==> src/rtl/fsbq_pkg.sv <==
package fsbq_pkg;

    parameter int ADDR_W    = 36;
    parameter int ALIGN_W   = 3;
    parameter int PIN_W     = ADDR_W - ALIGN_W;
    parameter int BE_W      = 8;
    parameter int PORT_W    = 16;
    parameter int LEN_W     = 2;
    parameter int MT_W      = 3;
    parameter int REQ_W     = LEN_W + MT_W;

    // memory type codes
    localparam logic [MT_W-1:0] MT_UC = 3'b000;
    localparam logic [MT_W-1:0] MT_WC = 3'b001;
    localparam logic [MT_W-1:0] MT_WT = 3'b100;
    localparam logic [MT_W-1:0] MT_WP = 3'b101;
    localparam logic [MT_W-1:0] MT_WB = 3'b110;

    // length codes
    localparam logic [LEN_W-1:0] LEN_8    = 2'b00;
    localparam logic [LEN_W-1:0] LEN_16   = 2'b01;
    localparam logic [LEN_W-1:0] LEN_RSVD = 2'b10;
    localparam logic [LEN_W-1:0] LEN_LINE = 2'b11;

    // request-type codes for packet A
    localparam logic [REQ_W-1:0] RT_MEM_RD = 5'b01000;
    localparam logic [REQ_W-1:0] RT_MEM_WR = 5'b01001;
    localparam logic [REQ_W-1:0] RT_IO_RD  = 5'b10000;
    localparam logic [REQ_W-1:0] RT_IO_WR  = 5'b10001;

    typedef enum logic [2:0] {
        ST_IDLE,
        ST_ARB,
        ST_PKA,
        ST_PKB,
        ST_REC
    } seq_state_e;

    typedef struct packed {
        logic [PIN_W-1:0] a_pins;
        logic [REQ_W-1:0] a_code;
        logic [PIN_W-1:0] b_pins;
        logic [REQ_W-1:0] b_code;
    } pkt_pair_t;

    function automatic logic mtype_known(input logic [MT_W-1:0] mt);
        return (mt == MT_UC) || (mt == MT_WC) || (mt == MT_WT) ||
               (mt == MT_WP) || (mt == MT_WB);
    endfunction

endpackage

==> src/rtl/fsbq_decode.sv <==
module fsbq_decode
    import fsbq_pkg::*;
(
    input  logic [ADDR_W-1:0] addr,
    input  logic              write,
    input  logic              io,
    input  logic [MT_W-1:0]   mtype,
    input  logic [LEN_W-1:0]  len,
    input  logic [BE_W-1:0]   be,
    output logic              bad,
    output pkt_pair_t         pkt
);
    logic            line_fill;
    logic [BE_W-1:0] be_eff;
    logic [MT_W-1:0] attr;

    always_comb begin
        line_fill = !io && (mtype == MT_WB) && (len == LEN_LINE);
        be_eff    = line_fill ? {BE_W{1'b1}} : be;
        attr      = io ? MT_UC : mtype;

        bad = (be_eff == '0) || (len == LEN_RSVD) || (!io && !mtype_known(mtype));

        if (io) begin
            pkt.a_pins = PIN_W'(addr[PORT_W-1:0]);
            pkt.a_code = write ? RT_IO_WR : RT_IO_RD;
        end else begin
            pkt.a_pins = addr[ADDR_W-1:ALIGN_W];
            pkt.a_code = write ? RT_MEM_WR : RT_MEM_RD;
        end
        pkt.b_pins = PIN_W'(be_eff);
        pkt.b_code = {len, attr};
    end
endmodule

==> src/rtl/fsbq_ctrl.sv <==
module fsbq_ctrl
    import fsbq_pkg::*;
(
    input  logic clk,
    input  logic rst,
    input  logic req_valid,
    input  logic bad,
    input  logic bus_grant,
    output logic req_ready,
    output logic load,
    output logic req_error,
    output logic phase_a,
    output logic phase_b
);
    seq_state_e state, state_nx;
    logic       accept;

    assign req_ready = (state == ST_IDLE);
    assign accept    = req_valid && req_ready;
    assign load      = accept && !bad;
    assign phase_a   = (state == ST_PKA);
    assign phase_b   = (state == ST_PKB);

    always_comb begin
        state_nx = state;
        case (state)
            ST_IDLE: if (load)      state_nx = ST_ARB;
            ST_ARB:  if (bus_grant) state_nx = ST_PKA;
            ST_PKA:                 state_nx = ST_PKB;
            ST_PKB:                 state_nx = ST_REC;
            ST_REC:                 state_nx = ST_IDLE;
            default:                state_nx = ST_IDLE;
        endcase
    end

    always_ff @(posedge clk) begin
        if (rst) begin
            state     <= ST_IDLE;
            req_error <= 1'b0;
        end else begin
            state     <= state_nx;
            req_error <= accept && bad;
        end
    end

    AST_STROBE_AFTER_GRANT: assert property (@(posedge clk) disable iff (rst)
        phase_a |-> $past(bus_grant));
    AST_B_AFTER_A: assert property (@(posedge clk) disable iff (rst)
        phase_a |=> phase_b);
    AST_READY_HELD: assert property (@(posedge clk) disable iff (rst)
        phase_b |=> !req_ready);
    AST_ERR_KEEPS_READY: assert property (@(posedge clk) disable iff (rst)
        req_error |-> (req_ready && !phase_a));
endmodule

==> src/rtl/fsbq_drive.sv <==
module fsbq_drive
    import fsbq_pkg::*;
(
    input  logic             clk,
    input  logic             rst,
    input  logic             load,
    input  pkt_pair_t        pkt_in,
    input  logic             phase_a,
    input  logic             phase_b,
    output logic [PIN_W-1:0] bus_addr,
    output logic [REQ_W-1:0] bus_req,
    output logic             bus_strobe
);
    pkt_pair_t held;

    always_ff @(posedge clk) begin
        if (rst)       held <= '0;
        else if (load) held <= pkt_in;
    end

    always_comb begin
        bus_strobe = phase_a;
        if (phase_a) begin
            bus_addr = held.a_pins;
            bus_req  = held.a_code;
        end else if (phase_b) begin
            bus_addr = held.b_pins;
            bus_req  = held.b_code;
        end else begin
            bus_addr = '0;
            bus_req  = '0;
        end
    end

    AST_B_BE_NONZERO: assert property (@(posedge clk) disable iff (rst)
        phase_b |-> (bus_addr[BE_W-1:0] != '0));
    AST_B_UPPER_ZERO: assert property (@(posedge clk) disable iff (rst)
        phase_b |-> (bus_addr[PIN_W-1:BE_W] == '0));
endmodule

==> src/rtl/fsb_req_gen.sv <==
module fsb_req_gen
    import fsbq_pkg::*;
(
    input  logic              clk,
    input  logic              rst,
    input  logic              req_valid,
    output logic              req_ready,
    input  logic [ADDR_W-1:0] req_addr,
    input  logic              req_write,
    input  logic              req_io,
    input  logic [MT_W-1:0]   req_mtype,
    input  logic [LEN_W-1:0]  req_len,
    input  logic [BE_W-1:0]   req_be,
    input  logic              bus_grant,
    output logic [PIN_W-1:0]  bus_addr,
    output logic [REQ_W-1:0]  bus_req,
    output logic              bus_strobe,
    output logic              req_error
);
    logic      bad, load, phase_a, phase_b;
    pkt_pair_t pkt;

    fsbq_decode u_decode (
        .addr(req_addr), .write(req_write), .io(req_io), .mtype(req_mtype),
        .len(req_len), .be(req_be), .bad(bad), .pkt(pkt)
    );

    fsbq_ctrl u_ctrl (
        .clk(clk), .rst(rst), .req_valid(req_valid), .bad(bad),
        .bus_grant(bus_grant), .req_ready(req_ready), .load(load),
        .req_error(req_error), .phase_a(phase_a), .phase_b(phase_b)
    );

    fsbq_drive u_drive (
        .clk(clk), .rst(rst), .load(load), .pkt_in(pkt), .phase_a(phase_a),
        .phase_b(phase_b), .bus_addr(bus_addr), .bus_req(bus_req),
        .bus_strobe(bus_strobe)
    );

    AST_STROBE_NOT_READY: assert property (@(posedge clk) disable iff (rst)
        bus_strobe |-> (!req_ready && !req_error));
endmodule

==> config.mk <==
export PLATFORM = sky130hd
export DESIGN_NAME = fsb_req_gen
export DESIGN_NICKNAME = d
export VERILOG_FILES = /design/src/rtl/fsbq_pkg.sv /design/src/rtl/fsbq_decode.sv /design/src/rtl/fsbq_ctrl.sv /design/src/rtl/fsbq_drive.sv /design/src/rtl/fsb_req_gen.sv
export SDC_FILE = /design/constraint.sdc
export NUM_CORES = 1
export LEC_CHECK = 0
export BUFFER_PORTS_ARGS = -buffer_cell sky130_fd_sc_hd__buf_2
export CORE_ASPECT_RATIO = 1.2
export CORE_UTILIZATION = 55
export CTS_CLUSTER_DIAMETER = 150
export CTS_CLUSTER_SIZE = 40
export DETAILED_ROUTE_END_ITERATION = 7
export GPL_TIMING_DRIVEN = 1
export PLACE_DENSITY = 0.86
export SLEW_MARGIN = 10
export SYNTH_ARGS = -nofsm -noshare
export SYNTH_HDL_FRONTEND = slang
export SYNTH_SLANG_ARGS = --single-unit
==> constraint.sdc <==
create_clock -name clk -period 2.5 [get_ports clk]
set_clock_uncertainty 0.05 [all_clocks]
set_input_delay 0.25 -clock clk [delete_from_list [all_inputs] [get_ports clk]]
set_output_delay 0.25 -clock clk [all_outputs]
set_load 0.01 [all_outputs]
# ---- Word-level counts from Yosys, hierarchy flattened
# Cells that the tools add are included.
dict set report op_classes {
  n_eq_ne 11
  n_mux 12
  n_addsub 0
  mul 0
  div_mod_pow 0
  n_reduce_logical 19
  bitwise_logic 0
  magnitude_cmp 0
  n_shift 0
}
# operator count
set ops {}
lappend ops {{$mux 38} 1}
lappend ops {{$mux 33} 1}
lappend ops {{$mux 8} 2}
lappend ops {{$pmux 3 s4} 1}
lappend ops {{$mux 5} 2}
lappend ops {{$eq 3x3->1 const B} 3}
lappend ops {{$mux 3} 3}
lappend ops {{$logic_not 8->1} 1}
lappend ops {{$eq 3x1->1 const B} 2}
lappend ops {{$eq 3x2->1 const B} 2}
lappend ops {{$logic_and 1x1->1} 6}
lappend ops {{$logic_not 3->1} 2}
lappend ops {{$logic_or 1x1->1} 6}
lappend ops {{$eq 2x2->1 const B} 2}
lappend ops {{$ne 2x2->1 const B} 2}
lappend ops {{$logic_not 1->1} 3}
lappend ops {{$mux 1} 2}
lappend ops {{$reduce_and 2->1} 1}
dict set report word_totals {
  ram_bits 0
  memories 0
  word_cells 48
  latchBits 0
  input_bits 55
  out_inout_bits 41
  register_bits 55
  romBits 0
}

# ---- Longest topological paths before layout
# Gate-level depths: netlist of the first run.
dict set report depth {
  depth_word 12
  mapped_depth 7
  ltp_nobuf 4
}

# ---- Modules after synthesis
# Synthesis of the first run repeated with hierarchy kept, for this count alone.
dict set report hier_totals {
  cells_unflattened 480
  hier_area_um2 4132.7
}
# mod instances cells_each area_per_inst_um2 seq_area_each_um2
set by_module_without_submodules {}
lappend by_module_without_submodules {fsbq_drive 1 372 3269.4 1521.5}
lappend by_module_without_submodules {fsbq_decode 1 90 685.7 0.0}
lappend by_module_without_submodules {fsbq_ctrl 1 18 177.7 80.1}

# ---- Worst setup path before layout of the first run
# OpenSTA, ideal clock, no wires.
dict set report synth_timing {
  kind {flip-flop to output port}
  from {register u_ctrl.state[0]}
  to {output port bus_addr[10]}
  stages_incl_launch_ff 5
  setup_slack_ps 844
  t_arrival_ps 1356
  path_buffers 1
  path_cell_list {dfxtp_1 > nand2b_1 > nor2_1 > clkbuf_1 > and2_1}
}
dict set report synth_between {
  elab_chain_len 2
}
# element line_no
set synth_lines {}
lappend synth_lines {{start: declaration} fsbq_ctrl.sv:15} ;# seq_state_e state, state_nx;
lappend synth_lines {{start signal: assignment} fsbq_ctrl.sv:41} ;# state <= state_nx;
lappend synth_lines {{$eq 3x2->1} fsbq_ctrl.sv:21} ;# assign phase_a = (state == ST_PKA);
lappend synth_lines {{named net bus_strobe} fsb_req_gen.sv:17} ;# output logic bus_strobe,
lappend synth_lines {{$mux 33} fsbq_drive.sv:23} ;# if (phase_a) begin
lappend synth_lines {{end: declaration} fsb_req_gen.sv:15} ;# output logic [PIN_W-1:0] bus_addr,
# The timed path passes the listed nets, and every way through them passes these cells.

# ---- Worst setup path in the final report of the first run
dict set report layout_timing {
  from {register u_ctrl.state[0]}
  to {output port bus_req[3]}
}
dict set report layout_between {
  elab_chain_len 3
}
# element line_no
set layout_lines {}
lappend layout_lines {{$eq 3x2->1} fsbq_ctrl.sv:22} ;# assign phase_b = (state == ST_PKB);
lappend layout_lines {{$mux 5} fsbq_drive.sv:26} ;# end else if (phase_b) begin
lappend layout_lines {{$mux 5 *} fsbq_drive.sv:23}
lappend layout_lines {{end: declaration} fsb_req_gen.sv:16} ;# output logic [REQ_W-1:0] bus_req,
# Every way passes the cells marked *; elsewhere a longest branch is shown, timed or not.

==> results by group, run 1 <==
Floorplanning
  • Die width: 68.7 um
  • FP Rows: 28
  • Die Area: 0.00563 mm^2
  • Die Y: 82.0 um
  • Area of the core: 0.00504 mm^2
  • Boundary Pins: 96
  • Initial Util: 58.2%

Setup path
  • CP top delay family: simple AND/OR/NAND/NOR gates
  • Reg2reg start: u_ctrl.state[0]
  • Internal reg-to-reg setup slack: 0.64 ns
  • Worst path slowest cell: dfxtp_1
  • Slowest stage delay, CP: 0.36 ns
  • Worst reg-to-reg path cell count: 4
  • Setup crit end kind: output port
  • CP Cell Sequence: nand2b_1, nor2_2, buf_12, a22o_1, buf_2
  • Critical Path Start: u_ctrl.state[0]
  • Critical path peak fanout: 29
  • CP Data Arrival Time: 1.74 ns
  • Critical R2R Capture: u_drive.held[57]
  • Critical Path RT: 2.20 ns
  • Setup CP Type: flop to output port
  • Crit path depth: 5
  • Buf+Inv Stages, Crit Path: 2
  • Startpoint type of the worst setup path: flop

Synthesis
  • Cell taking the most area after synthesis: dfxtp_1
  • Synth Flop Type: dfxtp_1
  • Mapped Area: 0.00293 mm^2
  • Avg Cell Area, Syn: 9.68 um^2
  • Ys async rst share: 0%
  • Post-Synth Simple-Gate Area: 28.8%
  • Library cells used by synthesis: 34
  • Synth Area in Adders: 0%
  • Syn nets: 358
  • Top cells by area, synth: dfxtp_1, mux2i_1, nand2b_1
  • Synth Area in XOR/XNOR: 0%
  • Share of Yosys cell area claimed by the top area cell type: 36.2%
  • Compound-Gate Fraction of Synth Area: 7.33%
  • Syn Inst Count: 303
  • Largest family of logic cells by synthesized area: simple AND/OR/NAND/NOR gates
  • Warnings from Yosys: 0
  • Post-synthesis sequential area ratio: 36.2%
  • Mux contribution to synthesized area: 22.6%
  • Yosys reg bits: 53
  • Post-synth EDFFs: 0

Routing
  • Starting DRT DRC Count: 71
  • Drt total wl: 6230 um
  • Post-route ant nets: 0
  • DR vias: 2382
  • DR WL/cell: 13.9 um
  • 1st-pass router iterations: 4
  • Vias/cell: 5.29
  • Drt drc: 0

STA
  • Max-slew headroom: 30.3%
  • Slew Limit Fails: 0
  • RSZ-0062 raised after global routing: no
  • Final setup TNS: 0 ns
  • Final period util: 81.4%
  • Tmin final: 2.04 ns
  • Max Clk Rate: 0.491 GHz
  • Final setup vio count: 0
  • Worst-Margin Slew: 1.04 ns
  • Final hold vios: 0

Pwr
  • Power per cell area: 487 mW/mm^2
  • Total power draw: 0.00172 W
  • VDD IR-drop max: 320 uV
  • Leakage: 1.66 nW

Worst hold path
  • Worst hold path endpoint: u_drive.held[38]
  • Hold crit path type: input port to flop
  • Worst hold start: req_write
  • Hold path depth: 3

Global route
  • Total GRT Usage: 23.3%
  • Initial antenna violation count: 0
  • Pin count of the biggest net entering global routing: 39
  • Remaining global-route overflow: 0
  • First-pass GRT wire length: 9800 um
  • Vias in the first global route: 2216

Placement
  • PortBufs: 95
  • Routability Congestion: 0.842
  • Post-DP HPWL: 4510 um

Clock tree
  • Post-CTS setup buffer count: 0
  • CTS tree: built
  • CTS clk-pin slew, worst paths: 0.09 ns
  • Post-CTS Resized: 0
  • Clock latency on the worst-skew pair: 0.30 ns
  • CTS Buf Count: 5
  • H-Tree Depth: 2
  • Max clock buf depth: 2
  • Hold_buf cts: 0
  • Count of clock tree sinks: 53
  • Root Driver: clkbuf_8

Layout
  • Fin nets: 445
  • Share of post-route cells with drive strength above 1: 35.4%
  • Ant. Diodes: 0
  • Area grow syn2layout: 20.0%
  • # fillers: 402

Outcome
  • Status: complete, no violations

Run
  • Max cap viols: 0
==> how the worst max path moves through the flow <==
| stage | slack, ns | endpoint |
|---|---|---|
| after detailed placement | 0.23 | u_drive.held[7] |
| after global placement | 0.30 | u_drive.held[12] |
| final | 0.46 | bus_req[3] |
| after floorplan | 0.84 | bus_addr[10] |
| after global routing | 0.34 | bus_req[0] |
| after CTS | 0.46 | bus_req[3] |
==> placed cells by master (no fill, tap or decap), drive strengths merged <==
cell,netlist,layout
a211oi,1,1
a21oi,1,1
a22o,11,11
a311oi,1,1
and2,28,28
and3b,1,1
buf,8,104
clkbuf,16,7
dfxtp,53,53
inv,1,1
mux2,17,17
mux2i,47,47
nand2,7,7
nand2b,35,35
nand3b,1,1
nor2,19,19
nor2b,19,19
nor3,2,2
nor3b,1,1
nor4,2,2
o2111ai,1,1
o211a,1,1
o211ai,1,1
o21ai,5,5
o21bai,4,4
or3b,20,20
==> worst reg2reg max path, cell delays in order, from the launching register on <==
cell and delay [ns]:
dfxtp_1 0.36, nor3_2 0.19, and2_2 0.21, o211ai_2 0.44
mux2_1 0.50
==> metal layers <==
| layer | vias up | wire [um] | GRT usage, % |
|---|---|---|---|
| met5 | - | 0 | 0 |
| met1 | 1102 | 2660 | 28.5 |
| met2 | 58 | 3220 | 39.3 |
| met3 | 12 | 235 | 4.44 |
| li1 | 1210 | - | - |
| met4 | 0 | 117 | 9.17 |
==> layout make-up <==
class / instances / area (um^2) / area share [%]
multi-input combinational: 225 / 1730 / 49.0
sequential: 53 / 1060 / 30.1
timing repair buffer: 104 / 568 / 16.1
clock buffer: 7 / 86.3 / 2.45
tap: 60 / 75.1 / 2.13
inverter: 1 / 3.75 / 0.107
==> synthesized netlist by cell type (all sizes together), types with 2 or more instances <==
cell and count:
nor3 2, clkbuf 16, dfxtp 53, nor2 19, o21bai 4, nand2 7, nor2b 19, nor4 2
nand2b 35, a22o 11, and2 28, o21ai 5, buf 8, mux2 17, or3b 20, mux2i 47
==> through the flow <==
stage / utilization, % / hold WS, ns / setup slack, ns / instances / area [um^2]
3_5_place_dp: 68.1 / 0.406 / 0.235 / 443 / 3430
5_1_grt: 69.8 / 0.170 / 0.342 / 450 / 3520
6_report: 69.8 / 0.167 / 0.464 / 450 / 3520
3_3_place_gp: 68.1 / 0.388 / 0.296 / 443 / 3430
2_1_floorplan: - / 0.355 / 0.844 / 303 / 2930
4_1_cts: 69.8 / 0.162 / 0.461 / 450 / 3520
==> cells by family (layout without fill, tap and decap cells) <==
| kind of cell | Yosys count | in the layout |
|---|---|---|
| buffers and inverters | 25 | 112 |
| muxes | 64 | 64 |
| and+or+nand+nor | 135 | 135 |
| DFF | 53 | 53 |
| AOI/OAI and AO/OA | 26 | 26 |
==> sequential cells by signal, summed over array words and instances, names as in the netlist <==
register / flops
u_drive.held: 49
u_ctrl.state: 3
u_ctrl.req_error: 1
==> power breakdown <==
| group | switching (W) | internal, W |
|---|---|---|
| sequential | 0.0000273 | 0.000897 |
| clock | 0.000255 | 0.000220 |
| combinational | 0.000152 | 0.000163 |
Note: power is estimated with default switching activity, not from simulation.
==> run 2, diff against run 1 <==
ABC_AREA = 1   (was unset)
CORE_UTILIZATION = 50   (was 55)
PLACE_DENSITY = 0.8   (was 0.86)
clock period = 1.9 ns   (was 2.5 ns; I/O delays follow)
==> run 2 against run 1 <==
  * Cell count rose by 39%
  * Count of clock-buffer cells in the layout up 1
  * Synthesized cell count is 56% higher
  * Cell area shrank 3.8%
  * Critical path depth is 2 higher
  * Flip-flop and latch count stayed put
  * Register-to-register slack lost 0.35 ns
  * Largest power group unchanged
==> results by group, run 2 <==
Synthesis
  • Top cells by area, synth: dfxtp_1, nand2_1, nor2_1 (was dfxtp_1, mux2i_1, nand2b_1)
  • Most numerous cell in the Yosys netlist: nand2_1 (was dfxtp_1)
  • Avg Cell Area, Syn: 5.79 um^2 (was 9.68 um^2)
  • Post-synthesis sequential area ratio: 38.7% (was 36.2%)
  • Yosys reg bits: 53 (unchanged)
  • Syn nets: 528 (was 358)
  • Share of Yosys cell area claimed by the top area cell type: 38.7% (was 36.2%)
  • Synth Flop Type: dfxtp_1 (unchanged)
  • Post-synth EDFFs: 0 (unchanged)
  • Library cells used by synthesis: 22 (was 34)
  • Ys async rst share: 0% (unchanged)
  • Mapped Area: 0.00274 mm^2 (was 0.00293 mm^2)
  • Cell taking the most area after synthesis: dfxtp_1 (unchanged)
  • Top post-synthesis cells by count: nand2_1, nor2_1, inv_1 (was dfxtp_1, mux2i_1, nand2b_1)
  • Warnings from Yosys: 0 (unchanged)
  • Syn Inst Count: 473 (was 303)

Placement
  • Routability Congestion: 0.804 (was 0.842)
  • PortBufs: 95 (unchanged)
  • DP Cell Count: 618 (was 443)
  • Post-DP HPWL: 4730 um (was 4510 um)

STA
  • Final setup vio count: 0 (unchanged)
  • Slew Limit Fails: 0 (unchanged)
  • Tmin final: 1.81 ns
  • Final period util: 95.2%
  • Final hold vios: 0 (unchanged)
  • Max Clk Rate: 0.553 GHz
  • RSZ-0062 raised after global routing: no (unchanged)
  • Worst-Margin Slew: 0.676 ns (was 1.04 ns)
  • Max-slew headroom: 54.9% (was 30.3%)
  • Final setup TNS: 0 ns (unchanged)

Pwr
  • Power per cell area: 738 mW/mm^2 (was 487 mW/mm^2)
  • Logic pwr share: 25.7% (was 18.4%)
  • Leakage: 1.98 nW (was 1.66 nW)
  • Net Sw Frac: 30.7% (was 25.3%)
  • VDD IR-drop max: 469 uV (was 320 uV)
  • Sequential share of power: 50.4% (was 53.9%)
  • Net Switching: 0.000768 W (was 0.000434 W)
  • Clock power frac: 23.9% (was 27.7%)
  • P_int: 0.00173 W (was 0.00128 W)

Setup path
  • Critical Path RT: 1.66 ns (was 2.20 ns)
  • Critical path peak fanout: 9 (was 29)
  • Setup crit end kind: output port (unchanged)
  • CP Data Arrival Time: 1.57 ns (was 1.74 ns)
  • Startpoint type of the worst setup path: flop (unchanged)
  • Setup CP Type: flop to output port (unchanged)

Routing
  • Metal-1 WL: 3110 um (was 2660 um)
  • 1st-pass router iterations: 4 (unchanged)
  • Drt drc: 0 (unchanged)
  • DR vias: 2917 (was 2382)
  • Starting DRT DRC Count: 125 (was 71)
  • Vias/cell: 4.66 (was 5.29)
  • Drt total wl: 6720 um (was 6230 um)
  • Wire length on met3: 418 um (was 235 um)
  • Post-route ant nets: 0 (unchanged)
  • Top Metal Used: met4 (unchanged)
  • Wire length on met2: 3120 um (was 3220 um)
  • DR WL/cell: 10.7 um (was 13.9 um)

Floorplanning
  • Area of the core: 0.00530 mm^2 (was 0.00504 mm^2)
  • Die Area: 0.00578 mm^2 (was 0.00563 mm^2)
  • Boundary Pins: 96 (unchanged)
  • FP Rows: 29 (was 28)
  • Die width: 69.6 um (was 68.7 um)
  • Initial Util: 51.7% (was 58.2%)
  • Die Y: 83.1 um (was 82.0 um)

Global route
  • Remaining global-route overflow: 0 (unchanged)
  • First-pass GRT wire length: 11400 um (was 9800 um)
  • Total GRT Usage: 24.3% (was 23.3%)
  • Initial antenna violation count: 0 (unchanged)
  • Pin count of the biggest net entering global routing: 44 (was 39)
  • Vias in the first global route: 2581 (was 2216)

Outcome
  • Status: complete, no violations (unchanged)

Layout
  • Area grow syn2layout: 23.6% (was 20.0%)
  • Ant. Diodes: 0 (unchanged)
  • Regs by FF count: u_drive.held: 49 flops, u_ctrl.state: 3 flops, u_ctrl.req_error: 1 flops (unchanged)
  • Cell Count, Final, Fillers Out: 626 (was 450)
  • Max FFs per register: 49 (unchanged)
  • Share of post-route cells with drive strength above 1: 21.6% (was 35.4%)
  • Commonest cells after routing, fill and taps aside: nand2_1, nor2_1, buf_2 (was buf_2, dfxtp_1, mux2i_1)
  • Most common cell after layout, fill and taps aside: nand2_1 (was buf_2)
  • Fin nets: 618 (was 445)
  • Reg with most FFs: u_drive.held (unchanged)

Worst hold path
  • Hold crit path type: input port to flop (unchanged)

Clock tree
  • H-Tree Depth: 2 (unchanged)
  • CTS tree: built (unchanged)
  • Post-CTS Resized: 1 (was 0)
  • Max clock buf depth: 2 (unchanged)
  • Post-CTS setup buffer count: 0 (unchanged)
  • CTS Buf Count: 5 (unchanged)
  • Root Driver: clkbuf_8 (unchanged)
  • Count of clock tree sinks: 53 (unchanged)
  • Hold_buf cts: 0 (unchanged)
  • CTS clk-pin slew, worst paths: 0.09 ns (about the same)
  • Clock latency on the worst-skew pair: 0.30 ns (about the same)

Run
  • Max cap viols: 0 (unchanged)
-- run 2: cell count changes after synthesis, sizes merged, moves of 19 or more --
cell	delta
nor2b	-19
or3b	-20
nor2	+87
inv	+62
and2	-28
mux2i	-47
nand2b	-35
nand2	+189
-- run 2: power groups by stage --
stage / clock, W / sequential, W / combinational (W)
after floorplan: 0 / 0.00128 / 0.000458
after global placement: 0 / 0.00128 / 0.000617
after detailed placement: 0 / 0.00129 / 0.000632
after CTS: 0.000617 / 0.00126 / 0.000637
after global routing: 0.000672 / 0.00127 / 0.000743
final: 0.000597 / 0.00126 / 0.000643
-- run 2: final cells by class --
cell class,instances,area [um^2]
clock buffer,8,80.1
fill,520,1910
inverter,64,243
multi-input combinational,332,1340
sequential,53,1060
tap,62,77.6
timing repair buffer,107,591
-- run 2: critical path, cell delays in order (launching register included) --
cell,delay (ns)
dfxtp_1,0.32
nor2_2,0.15
inv_1,0.06
nor2_2,0.12
clkinv_1,0.12
buf_4,0.19
o22ai_1,0.14
buf_2,0.16
-- run 2: cell families (layout without fill, tap and decap cells) --
family / count (synthesis) / count (layout) / synth area share [%]
buffers and inverters: 88 / 179 / 13.4
AOI/OAI and AO/OA: 17 / 17 / 3.74
and+or+nand+nor: 315 / 315 / 44.2
DFF: 53 / 53 / 38.7
-- run 2: path summary, 6_finish.rpt --
kind              slack [ns]               end        startpoint  cells after the start
setup / recovery        0.09       bus_addr[7]   u_ctrl.state[0]                      7
setup reg to reg        0.29   u_drive.held[9]   u_ctrl.state[1]                      7
hold reg to reg         0.43  u_drive.held[42]  u_drive.held[42]                      2
hold / removal          0.07  u_drive.held[11]         req_be[6]                      3
-- run 2: through the flow --
step | setup slack, ns | cell area [um^2] | power, W | hold WS (ns) | utilization [%]
finish | 0.0910 | 3390 | 0.00250 | 0.0666 | 63.9
global route | 0.00320 | 3390 | 0.00269 | 0.0715 | 63.9
CTS | 0.0319 | 3370 | 0.00251 | 0.0626 | 63.6
detailed placement | 0.286 | 3280 | 0.00192 | 0.382 | 62.0
global placement | 0.334 | 3280 | 0.00190 | 0.366 | 62.0
floorplan | 0.236 | 2740 | 0.00174 | 0.209 | -
-- run 2: metal layers --
layer / vias up / GRT usage (%)
met4: 0 / 7.79
met1: 1266 / 30.7
li1: 1555 / -
met3: 4 / 5.22
met5: - / 0
met2: 92 / 41.0
